`config.mk`:
```
export PLATFORM = sky130hd
export DESIGN_NAME = fadd_issue_ctl
export DESIGN_NICKNAME = d
export VERILOG_FILES = /design/src/rtl/fadd_ictl_pkg.sv /design/src/rtl/fadd_ictl_timer.sv /design/src/rtl/fadd_ictl_pick.sv /design/src/rtl/fadd_ictl_wbpipe.sv /design/src/rtl/fadd_issue_ctl.sv
export SDC_FILE = /design/constraint.sdc
export NUM_CORES = 1
export LEC_CHECK = 0
export BUFFER_PORTS_ARGS = -buffer_cell sky130_fd_sc_hd__buf_2
export CAP_MARGIN = 10
export CORE_AREA = 8 8 45 47
export DETAILED_ROUTE_END_ITERATION = 8
export DIE_AREA = 0 0 53 55
export SYNTH_ARGS = -nofsm -noshare
export SYNTH_HDL_FRONTEND = slang
export SYNTH_SLANG_ARGS = --single-unit
```
`constraint.sdc`:
```
create_clock -name clk -period 1.1 [get_ports clk]
set_input_delay 0.33 -clock clk [delete_from_list [all_inputs] [get_ports clk]]
set_output_delay 0.33 -clock clk [all_outputs]
set_load 0.01 [all_outputs]
```
`src/rtl/fadd_ictl_pkg.sv`:
```
package fadd_ictl_pkg;

   // limits accepted by the elaboration checks
   localparam int unsigned MAX_UNITS = 16;
   localparam int unsigned MAX_IVL   = 64;
   localparam int unsigned MAX_LAT   = 30;

   // index width that stays at least one bit for a count of one
   function automatic int unsigned idx_width(input int unsigned n);
      return (n > 1) ? $clog2(n) : 1;
   endfunction

endpackage

```
`src/rtl/fadd_ictl_timer.sv`:
```
// Busy timer of one add unit: it holds the cycles left before the unit can
// take another operation.
module fadd_ictl_timer #(
   parameter int unsigned INIT_IVL = 4
) (
   input  logic clk,
   input  logic rst_n,
   input  logic load,
   output logic free
);
   localparam int unsigned CW = fadd_ictl_pkg::idx_width(INIT_IVL);

   generate
      if (INIT_IVL < 1) begin : g_bad_ivl
         $error("fadd_ictl_timer: INIT_IVL must be at least 1");
      end

      if (INIT_IVL == 1) begin : g_piped
         // fully pipelined unit: accepts every cycle
         assign free = 1'b1;
      end else begin : g_counted
         localparam logic [CW-1:0] RELOAD = CW'(INIT_IVL - 1);
         logic [CW-1:0] left_q;

         always_ff @(posedge clk) begin
            if (!rst_n) begin
               left_q <= '0;
            end else if (load) begin
               left_q <= RELOAD;
            end else if (left_q != '0) begin
               left_q <= left_q - 1'b1;
            end
         end

         assign free = (left_q == '0);


         busy_after_load_chk: assert property (@(posedge clk) disable iff (!rst_n)
            load |=> !free)
            else $error("unit free right after dispatch");
      end
   endgenerate


   no_double_book_chk: assert property (@(posedge clk) disable iff (!rst_n)
      load |-> free)
      else $error("busy unit was dispatched");

endmodule

```
`src/rtl/fadd_ictl_pick.sv`:
```
// Fixed-priority selector: the lowest-numbered free unit wins.
module fadd_ictl_pick #(
   parameter int unsigned N_UNITS = 2,
   localparam int unsigned UW = fadd_ictl_pkg::idx_width(N_UNITS)
) (
   input  logic [N_UNITS-1:0] free_vec,
   output logic               any_free,
   output logic [UW-1:0]      pick_idx
);
   generate
      if (N_UNITS == 1) begin : g_single
         assign any_free = free_vec[0];
         assign pick_idx = '0;
      end else begin : g_multi
         always_comb begin
            any_free = 1'b0;
            pick_idx = '0;
            for (int i = N_UNITS - 1; i >= 0; i--) begin
               if (free_vec[i]) begin
                  any_free = 1'b1;
                  pick_idx = UW'(i);
               end
            end
         end
      end
   endgenerate

endmodule

```
`src/rtl/fadd_ictl_wbpipe.sv`:
```
// Delay line that turns a dispatch into a writeback strobe STAGES cycles later.
module fadd_ictl_wbpipe #(
   parameter int unsigned STAGES = 4,
   parameter int unsigned UW     = 1
) (
   input  logic          clk,
   input  logic          rst_n,
   input  logic          in_v,
   input  logic [UW-1:0] in_u,
   output logic          out_v,
   output logic [UW-1:0] out_u
);
   localparam int unsigned FW = $clog2(STAGES + 2);

   logic [STAGES-1:0] v_q;
   logic [UW-1:0]     u_q [STAGES];

   generate
      for (genvar k = 0; k < STAGES; k++) begin : g_stage
         if (k == 0) begin : g_head
            always_ff @(posedge clk) begin
               if (!rst_n) begin
                  v_q[k] <= 1'b0;
                  u_q[k] <= '0;
               end else begin
                  v_q[k] <= in_v;
                  u_q[k] <= in_u;
               end
            end
         end else begin : g_body
            always_ff @(posedge clk) begin
               if (!rst_n) begin
                  v_q[k] <= 1'b0;
                  u_q[k] <= '0;
               end else begin
                  v_q[k] <= v_q[k-1];
                  u_q[k] <= u_q[k-1];
               end
            end
         end
      end
   endgenerate

   assign out_v = v_q[STAGES-1];
   assign out_u = u_q[STAGES-1];

   // count of operations between dispatch and writeback
   logic [FW-1:0] inflight_q;
   always_ff @(posedge clk) begin
      if (!rst_n) begin
         inflight_q <= '0;
      end else begin
         inflight_q <= inflight_q + FW'(in_v) - FW'(out_v);
      end
   end


   wb_has_source_chk: assert property (@(posedge clk) disable iff (!rst_n)
      out_v |-> (inflight_q != '0))
      else $error("writeback without a dispatch");


   inflight_bound_chk: assert property (@(posedge clk) disable iff (!rst_n)
      inflight_q <= FW'(STAGES))
      else $error("more operations in flight than stages");

endmodule

```
`src/rtl/fadd_issue_ctl.sv`:
```
// Issue interlock for a set of floating-point add units.
module fadd_issue_ctl #(
   parameter int unsigned N_UNITS  = 2,
   parameter int unsigned INIT_IVL = 4,
   parameter int unsigned RES_LAT  = 3,
   localparam int unsigned UW = fadd_ictl_pkg::idx_width(N_UNITS)
) (
   input  logic          clk,
   input  logic          rst_n,
   input  logic          add_req,
   output logic          issue_stall,
   output logic          disp_fire,
   output logic [UW-1:0] disp_unit,
   output logic          wb_fire,
   output logic [UW-1:0] wb_unit
);
   localparam int unsigned WB_STAGES = RES_LAT + 1;

   generate
      if (N_UNITS < 1 || N_UNITS > fadd_ictl_pkg::MAX_UNITS) begin : g_bad_units
         $error("fadd_issue_ctl: N_UNITS out of range");
      end
      if (INIT_IVL < 1 || INIT_IVL > fadd_ictl_pkg::MAX_IVL) begin : g_bad_ivl
         $error("fadd_issue_ctl: INIT_IVL out of range");
      end
      if (RES_LAT > fadd_ictl_pkg::MAX_LAT) begin : g_bad_lat
         $error("fadd_issue_ctl: RES_LAT out of range");
      end
   endgenerate

   logic [N_UNITS-1:0] unit_free;
   logic [N_UNITS-1:0] unit_load;
   logic               any_free;
   logic [UW-1:0]      pick_idx;

   generate
      for (genvar u = 0; u < N_UNITS; u++) begin : g_unit
         assign unit_load[u] = disp_fire && (pick_idx == UW'(u));

         fadd_ictl_timer #(
            .INIT_IVL (INIT_IVL)
         ) u_timer (
            .clk   (clk),
            .rst_n (rst_n),
            .load  (unit_load[u]),
            .free  (unit_free[u])
         );
      end
   endgenerate

   fadd_ictl_pick #(
      .N_UNITS (N_UNITS)
   ) u_pick (
      .free_vec (unit_free),
      .any_free (any_free),
      .pick_idx (pick_idx)
   );

   assign disp_fire   = add_req &  any_free;
   assign issue_stall = add_req & ~any_free;
   assign disp_unit   = pick_idx;

   fadd_ictl_wbpipe #(
      .STAGES (WB_STAGES),
      .UW     (UW)
   ) u_wb (
      .clk   (clk),
      .rst_n (rst_n),
      .in_v  (disp_fire),
      .in_u  (pick_idx),
      .out_v (wb_fire),
      .out_u (wb_unit)
   );


   stall_fire_excl_chk: assert property (@(posedge clk) disable iff (!rst_n)
      !(issue_stall && disp_fire))
      else $error("stall and dispatch together");


   idle_no_load_chk: assert property (@(posedge clk) disable iff (!rst_n)
      !add_req |-> (unit_load == '0))
      else $error("unit loaded without a request");


   lowest_free_chk: assert property (@(posedge clk) disable iff (!rst_n)
      disp_fire |-> (unit_free[disp_unit] &&
                     ((unit_free & ((N_UNITS'(1) << disp_unit) - N_UNITS'(1))) == '0)))
      else $error("dispatch skipped a lower free unit");


   one_load_chk: assert property (@(posedge clk) disable iff (!rst_n)
      $onehot0(unit_load))
      else $error("more than one unit loaded");

endmodule

```
After elaboration in Yosys (flattened, before gate mapping) --
Memory sizes are Yosys's and may differ from the RTL's. Cells that the tools add are included.
Storage, ports and cells: output and inout bits 5, memories 1, flip-flop bits (word level) 8, logic and storage cells 38, bits in writable memories 4, bits of input ports 3
Memories:
- u_wb.u_q | depth 4, bits a word 1, read ports 4, clocked after Yosys merged registers in 0, write ports 4, RTL line fadd_ictl_wbpipe.sv:16 | logic [UW-1:0] u_q [STAGES];
Operators by class: reductions and logical operators 8, add/sub/neg operators 2, bitwise logic cells 8, multiplexer cells 13
Operators with widths (number):
- $mux W1 | 9
- $mux W2 | 4
- $reduce_bool A2 Y1 | 4
- $logic_not A2 Y1 | 2
- $or A1 B1 Y1 | 4
- $sub A2 B1 Y2 const B | 2
- $and A1 B1 Y1 | 2
- $logic_and A1 B1 Y1 | 2
- $not A1 Y1 | 2

Logic depth before layout (Yosys ltp) --
Gate-level depths: netlist (run 1).
depth after elaboration 6, depth in mapped cells 5, depth with buffers taken out 5

Modules after synthesis --
From an unflattened synthesis (run 1), not the netlist that was laid out.
Second synthesis, totals: cells, all modules 40, area, all modules 446.7 um2
Modules (own cells, without submodules):
- fadd_ictl_wbpipe | area each 210.2 um2, instances 1, cells an instance 16, sequential area each 160.2 um2
- fadd_ictl_timer | area each 93.8 um2, instances 2, cells an instance 9, sequential area each 40.0 um2
- fadd_issue_ctl | area each 33.8 um2, instances 1, cells an instance 4, sequential area each 0.0 um2
- fadd_ictl_pick | area each 15.0 um2, instances 1, cells an instance 2, sequential area each 0.0 um2

Least setup slack after synthesis (run 1) --
No wires, ideal clock.
path type reg-to-output, start register g_unit[0].u_timer.g_counted.left_q[0], end output port issue_stall, arrival time 943 ps, slack -173 ps, buffers on the path 0, data required time 770 ps, cell stages (with the launch flop) 4, path through dfxtp_1 > inv_1 > ha_1 > nor3b_1
Between the ends: word-level cells in the longest chain between the ends 4
Ends and longest elaborated chain:
- start, declared | RTL line fadd_ictl_timer.sv:23 | logic [CW-1:0] left_q;
- start signal, assigned | RTL line fadd_ictl_timer.sv:31 | left_q <= left_q - 1'b1;
- $logic_not A2 Y1 | RTL line fadd_ictl_timer.sv:35 | assign free = (left_q == '0);
- $mux W1 | RTL line fadd_ictl_pick.sv:19 | if (free_vec[i]) begin
- $not A1 Y1 | RTL line fadd_issue_ctl.sv:60 | assign issue_stall = add_req & ~any_free;
- $and A1 B1 Y1 | RTL line fadd_issue_ctl.sv:60
- end, declared | RTL line fadd_issue_ctl.sv:11 | output logic issue_stall,
Every way passes these cells.

Final worst setup path (run 1) --
start register g_unit[0].u_timer.g_counted.left_q[0], end output port disp_unit
Between the ends: word-level cells in the longest chain between the ends 2
Ends and longest elaborated chain:
- $logic_not A2 Y1 | RTL line fadd_ictl_timer.sv:35
- $mux W1 | RTL line fadd_ictl_pick.sv:19
- end, declared | RTL line fadd_issue_ctl.sv:13 | output logic [UW-1:0] disp_unit,
Every way passes these cells.

==> metrics.md, run 1 <==
| Metric | Value |
|---|---|
| Fin cells | `75` |
| Post-synthesis mux area share | `0%` |
| Post-DP HPWL | `488 µm` |
| Critical R2R Launch | `g_unit[0].u_timer.g_counted.left_q[1]` |
| Avg WL per Cell | `10.7 µm` |
| Synthesis-stage register bit count | `12` |
| Setup Skew | `0.00285 ns` |
| Adder-Cell Fraction of Synth Area | `under 10%` |
| Largest family of logic cells by synthesized area | `simple AND/OR/NAND/NOR gates` |
| CTS max path bufs | `2` |
| TritonRoute pass-1 iters | `2` |
| Distinct cells, synth | `17` |
| Iteration-0 DRC Markers | `2` |
| Slew Limit Fails | `0` |
| Min Tclk post-route | `between 1 and 1.5 ns` |
| Mapped cell area | `437 µm²` |
| Routability cong. | `about 0.64` |
| WP data required | `0.77 ns` |
| Die area | `2920 µm²` |
| Initial Util | `31.6%` |
| Fin worst setup slack | `-0.378 ns` |
| # DRC | `0` |
| Total number of vias | `346` |
| Cells after synthesis | `43` |
| Commonest non-fill, non-tap cell in the layout | `dfxtp_1` |
| Max-Cap Viols | `0` |
| Clock Latency Late Sink | `0.27 ns` |
| Placed instance area | `between 500 and 600 µm²` |
| Antenna Cells | `0` |
| F_max | `about 680 MHz` |
| Status | `finished, violations left` |
| Ys Warns | `0` |
| Setup crit end kind | `primary output` |
| Inserted Clock Buffers | `3` |
| CTS tree | `built` |
| # hold bufs at CTS | `0` |
| Final instance area | `between 600 and 700 µm²` |
| Relative slew slack | `87.3%` |
| Final core occ | `46.7%` |
| Leakage dissipation | `0.282 nW` |
| Post-Synth Simple-Gate Area | `between 20% and 30%` |
| Die X-Extent | `53 µm` |
| Final nets | `66` |
| # rows | `14` |
| Area grow syn2layout | `47.9%` |
| Hold path startpoint | `rst_n` |
| WS Path Type | `reg -> out` |
| FILL cells | `136` |
| Post-synthesis sequential area ratio | `55.0%` |
| GRT overflow | `0` |
| Unrepaired setup endpoints after global routing | `yes` |
| Worst hold stages | `3` |
| Mean area per synthesized cell | `between 10 and 15 µm²` |
| Core area | `1380 µm²` |
| Die H | `55 µm` |
| First-pass GRT wire length | `1460 µm` |
| Cells after DPL | `68` |
| Min-delay worst type | `in -> reg` |
| Largest net degree at the start of global routing | `11` |
| Total GRT Usage | `7.29%` |
| Vias in the first global route | `roughly 330` |
| Reg2reg setup slack | `-0.12 ns` |
| Via density | `4.61` |
| Power density cells | `2510 nW/µm²` |
| Most frequent cells in the layout | `dfxtp_1, and2_1, buf_2` |
| Initial antenna violation count | `0` |
| Final setup TNS | `-1.30 ns` |
| Post-route ant nets | `0` |
| Top Ports | `8` |
| WP data arrival | `approximately 1.2 ns` |
| Post-Syn Nets | `49` |
| Final Hold Vio Count | `0` |
| Cells on worst reg2reg path | `6` |
| Crit share post-route | `134%` |
| Clock transition at the registers of the reported paths | `~0.080 ns` |
| H-tree lvl count | `1` |
| Violated checks | `setup timing` |
| Port Buffer Count | `7` |
| Finish-stage setup viols | `7` |
| R2r endpoint | `g_unit[1].u_timer.g_counted.left_q[1]` |
| CP max FO | `4` |
| Final wirelength | `799 µm` |
| Compound-Gate Fraction of Synth Area | `a little over a tenth` |
| Layout cells sized above 1 | `57.6%` |
| Root Buffer | `clkbuf_4` |
| Worst VDD drop | `roughly 1500 µV` |
| Measured slew at the worst slew-check pin | `0.189 ns` |
| Clock sinks | `12` |
| Synth Area in XOR/XNOR | `0%` |
| Worst setup SP type | `flip-flop` |
| Hold EP | `u_wb.u_q[0]` |
-- per-layer routing --
metal | track usage, % | up-vias | part of all wire, %
met5 | 0 | - | 0
li1 | - | 171 | -
met4 | 3.88 | 0 | 1.8
met2 | 11.1 | 10 | 47
met3 | 6.15 | 5 | 11
met1 | 6.74 | 160 | 40
-- metrics by stage --
step                hold slack [ns]  power [mW]  worst slack [ns]
detailed placement            0.418        1.02            -0.104
floorplan                     0.412       0.883           -0.0137
global route                  0.369        1.76            -0.462
global placement              0.413        1.01            -0.117
CTS                           0.318        1.61            -0.386
finish                        0.331        1.62            -0.378
-- worst max-delay path, stage by stage, from the launching register on --
cell and delay, ns:
dfxtp_2 0.33, inv_2 0.07, ha_4 0.14, and2b_2 0.22, buf_6 0.12
-- what timing repair did --
action / 4_1_cts / 5_1_grt
setup buffers: 3 / 0
pin swaps: 9 / 0
cloned: 0 / 0
gates resized for setup: 13 / 3
endpoints found under the setup margin: 5 / 7
-- cells in the mapped netlist --
cell type	number	area (µm²)
nand2_1	3	11.3
inv_1	5	18.8
o21ai_0	1	5.00
nand2b_1	1	6.26
a21boi_1	1	7.51
nor3b_1	1	7.51
and2_1	7	43.8
o21a_1	1	7.51
a311oi_1	1	8.76
nand3b_1	1	7.51
a21oi_1	1	5.00
nor2_1	2	7.51
a211oi_1	1	7.51
dfxtp_1	12	240
a31oi_1	1	6.26
and2b_2	1	8.76
ha_1	3	37.5
-- cells by family after synthesis --
logic type               count (synthesis)
AND/OR/NAND/NOR                         16
flip-flops                              12
AO/OA/AOI/OAI                            7
buffers and inverters                    5
adder cells (fa/ha/maj)                  3
-- worst max-delay path by stage --
stage,cells after the start,start,end
after floorplan,3,g_unit[1].u_timer.g_counted.left_q[0],issue_stall
after global placement,4,g_unit[0].u_timer.g_counted.left_q[0],disp_fire
after detailed placement,4,g_unit[0].u_timer.g_counted.left_q[0],disp_fire
after CTS,4,g_unit[0].u_timer.g_counted.left_q[0],disp_unit
after global routing,4,g_unit[0].u_timer.g_counted.left_q[0],disp_unit
final,4,g_unit[0].u_timer.g_counted.left_q[0],disp_unit
-- layout make-up --
class / instances / area (µm²) / area share (%)
sequential: 12 / 245 / 38.0
tap: 16 / 20.0 / 3.10
clock buffer: 4 / 36.3 / 5.62
inverter: 5 / 18.8 / 2.91
multi-input combinational: 26 / 243 / 37.6
timing repair buffer: 12 / 82.6 / 12.8
-- power breakdown --
group          internal [mW]  total, mW  switching (mW)
Clock                  0.201      0.352           0.150
Sequential             0.527      0.561          0.0340
Combinational          0.391      0.708           0.317
Total                   1.12       1.62           0.501
-- registers in the layout (all words and copies together), names as in the netlist --
signal	count
u_wb.out_v	1
g_unit.u_timer.g_counted.left_q	4
u_wb.v_q	3
u_wb.u_q	4
Note: power is estimated with default switching activity, not from simulation.
==> run 2: changes to the inputs <==
--- a/config.mk
+++ b/config.mk
@@ -5,6 +5,7 @@
 export SDC_FILE = /design/constraint.sdc
 export NUM_CORES = 1
 export LEC_CHECK = 0
+export ABC_CLOCK_PERIOD_IN_PS = 1200
 export BUFFER_PORTS_ARGS = -buffer_cell sky130_fd_sc_hd__buf_2
 export CAP_MARGIN = 10
 export CORE_AREA = 8 8 45 47
==> constraint.sdc (replaced) <==
create_clock -name clk -period 1.2 [get_ports clk]
set_input_delay 0.36 -clock clk [delete_from_list [all_inputs] [get_ports clk]]
set_output_delay 0.36 -clock clk [all_outputs]
set_load 0.05 [all_outputs]
==> run 2 against run 1 <==
  * The flow still finishes with violations (setup timing)
  * Critical path depth unchanged
  * Non-clock buffer count up 1
  * Count of clock-buffer cells in the layout unchanged
  * Die area unchanged
  * Clock skew up 0.0042 ns
  * First-iteration DRC count down 50%
  * Final cell count up 1.3%
  * Register-to-register slack better by 0.09 ns
  * Flip-flop and latch count unchanged
  * Sequential power down 8.2%
  * Via count down 2.6%
  * Cell area up 4.7%
  * Critical endpoint unchanged
  * Highest routed layer unchanged
==> metrics.md, run 2 (synthesis gave the netlist of run 1 again) <==
| Metric | Value |
|---|---|
| Die H | `about 55 µm` |
| Largest regs | `g_unit.u_timer.g_counted.left_q (4), u_wb.u_q (4), u_wb.v_q (3)` |
| Min-delay worst type | `in -> reg` |
| Min Tclk post-route | `about 1.6 ns` |
| Clock sinks | `12` |
| Worst hold stages | `3` |
| Max-Cap Viols | `0` |
| TritonRoute pass-1 iters | `4` |
| Layout cells sized above 1 | `between 50% and 60%` |
| CTS tree | `built` |
| Die area | `2920 µm²` |
| Final nets | `67` |
| Cells on worst reg2reg path | `6` |
| Inserted Clock Buffers | `3` |
| Clock transition at the registers of the reported paths | `roughly 0.08 ns` |
| # rows | `14` |
| Most frequent cells in the layout | `dfxtp_1, and2_1, buf_4` |
| GRT overflow | `0` |
| Total number of vias | `~340` |
| Clk pwr share | `19.4%` |
| Worst VDD drop | `1180 µV` |
| Post-route ant nets | `0` |
| Critical R2R Launch | `g_unit[0].u_timer.g_counted.left_q[0]` |
| Fin worst setup slack | `-0.362 ns` |
| F_max | `640 MHz` |
| WS Path Type | `reg -> out` |
| Violated checks | `setup timing` |
| Routability cong. | `0.638` |
| Port Buffer Count | `7` |
| Finish-stage setup viols | `4` |
| Slew Limit Fails | `0` |
| Setup Skew | `0.00709 ns` |
| Core area | `1380 µm²` |
| WP data required | `between 0.8 and 0.9 ns` |
| Worst setup SP type | `flip-flop` |
| Initial antenna violation count | `0` |
| Via density | `4.43` |
| Post-DP HPWL | `567 µm` |
| Die X-Extent | `53 µm` |
| Relative slew slack | `85.9%` |
| Antenna Cells | `0` |
| Area grow syn2layout | `54.7%` |
| FILL cells | `between 100 and 150` |
| Hold EP | `u_wb.u_q[0]` |
| Leakage dissipation | `0.291 nW` |
| WP data arrival | `1.20 ns` |
| CP max FO | `4` |
| Sw Ratio | `a little over a third` |
| First-pass GRT wire length | `1280 µm` |
| Initial Util | `31.6%` |
| Setup crit end kind | `primary output` |
| Commonest non-fill, non-tap cell in the layout | `dfxtp_1` |
| Fin Hold WS | `0.371 ns` |
| Unrepaired setup endpoints after global routing | `yes` |
| Final Hold Vio Count | `0` |
| Hold path startpoint | `rst_n` |
| Clock Latency Late Sink | `0.27 ns` |
| H-tree lvl count | `1` |
| # hold bufs at CTS | `0` |
| Avg WL per Cell | `10.9 µm` |
| Register share of total power | `31.0%` |
| Worst slack, placed | `-0.135 ns` |
| Switching pwr | `0.588 mW` |
| Crit share post-route | `130%` |
| Power density cells | `2460 nW/µm²` |
| Total GRT Usage | `about 6.2%` |
| # DRC | `0` |
| Status | `finished, violations left` |
| Top Ports | `8` |
| Largest net degree at the start of global routing | `11` |
| Reg2reg setup slack | `-0.03 ns` |
| R2r endpoint | `g_unit[1].u_timer.g_counted.left_q[1]` |
| Final wirelength | `828 µm` |
| Measured slew at the worst slew-check pin | `0.211 ns` |
| Iteration-0 DRC Markers | `1` |
| Gate power share | `about half` |
| CTS max path bufs | `2` |
| Int Power | `~1.1 mW` |
| Root Buffer | `clkbuf_4` |
| Vias in the first global route | `336` |
[run 2: cell types whose count changed in the layout (fill, tap and decap cells not counted), sizes merged]
cell and delta:
buf +1
[run 2: area by class of cell]
cell class                      count  area (µm²)  area share [%]
Clock buffer                        4        36.3            5.37
Sequential cell                    12         245            36.3
Timing Repair Buffer               13         111            16.5
Inverter                            5        18.8            2.78
Multi-Input combinational cell     26         244            36.1
Tap cell                           16        20.0            2.96
[run 2: layer usage]
metal	global-route usage [%]	wire, µm	vias up
met5	0	0	-
met4	3.88	7	0
met3	3.74	76	2
met2	10.4	374	12
met1	5.68	370	150
li1	-	-	173
[run 2: worst max path at each step]
stage                                               start     endpoint  slack, ns  depth (start not counted)
floorplan           g_unit[1].u_timer.g_counted.left_q[0]  issue_stall      -0.17                          3
global placement    g_unit[0].u_timer.g_counted.left_q[0]    disp_unit      -0.13                          4
detailed placement  g_unit[0].u_timer.g_counted.left_q[0]    disp_unit      -0.13                          4
CTS                 g_unit[0].u_timer.g_counted.left_q[0]    disp_unit      -0.37                          4
global route        g_unit[1].u_timer.g_counted.left_q[0]  issue_stall      -0.41                          4
finish              g_unit[0].u_timer.g_counted.left_q[0]    disp_unit      -0.36                          4
[run 2: power by group through the flow]
stage,logic (mW),registers (mW),clock network (mW)
after floorplan,0.472,0.523,0
after global placement,0.627,0.518,0
after detailed placement,0.642,0.520,0
after CTS,0.766,0.512,0.338
after global routing,0.897,0.521,0.348
final,0.825,0.515,0.322
[run 2: metrics by stage]
stage | utilization, % | TNS [ns] | total power, mW | area (µm²) | std cells
finish | 48.8 | -1.10 | 1.66 | 676 | 76
global route | 48.8 | -1.36 | 1.77 | 676 | 76
CTS | 47.3 | -1.14 | 1.62 | 654 | 75
floorplan | - | -0.213 | 0.995 | 479 | 43
detailed placement | 41.3 | -0.437 | 1.16 | 572 | 71
global placement | 41.3 | -0.423 | 1.15 | 572 | 71
[run 2: worst max-delay path, cell delays in order, from the launching register on]
cell	delay [ns]
dfxtp_2	0.33
inv_2	0.06
ha_4	0.16
and2b_2	0.22
buf_6	0.15
[run 2: timing repair]
item | CTS | global route
buffers inserted | 0 | 1
endpoints found under the setup margin | 6 | 6
pin swaps | 2 | 3
gates resized for setup | 11 | 3
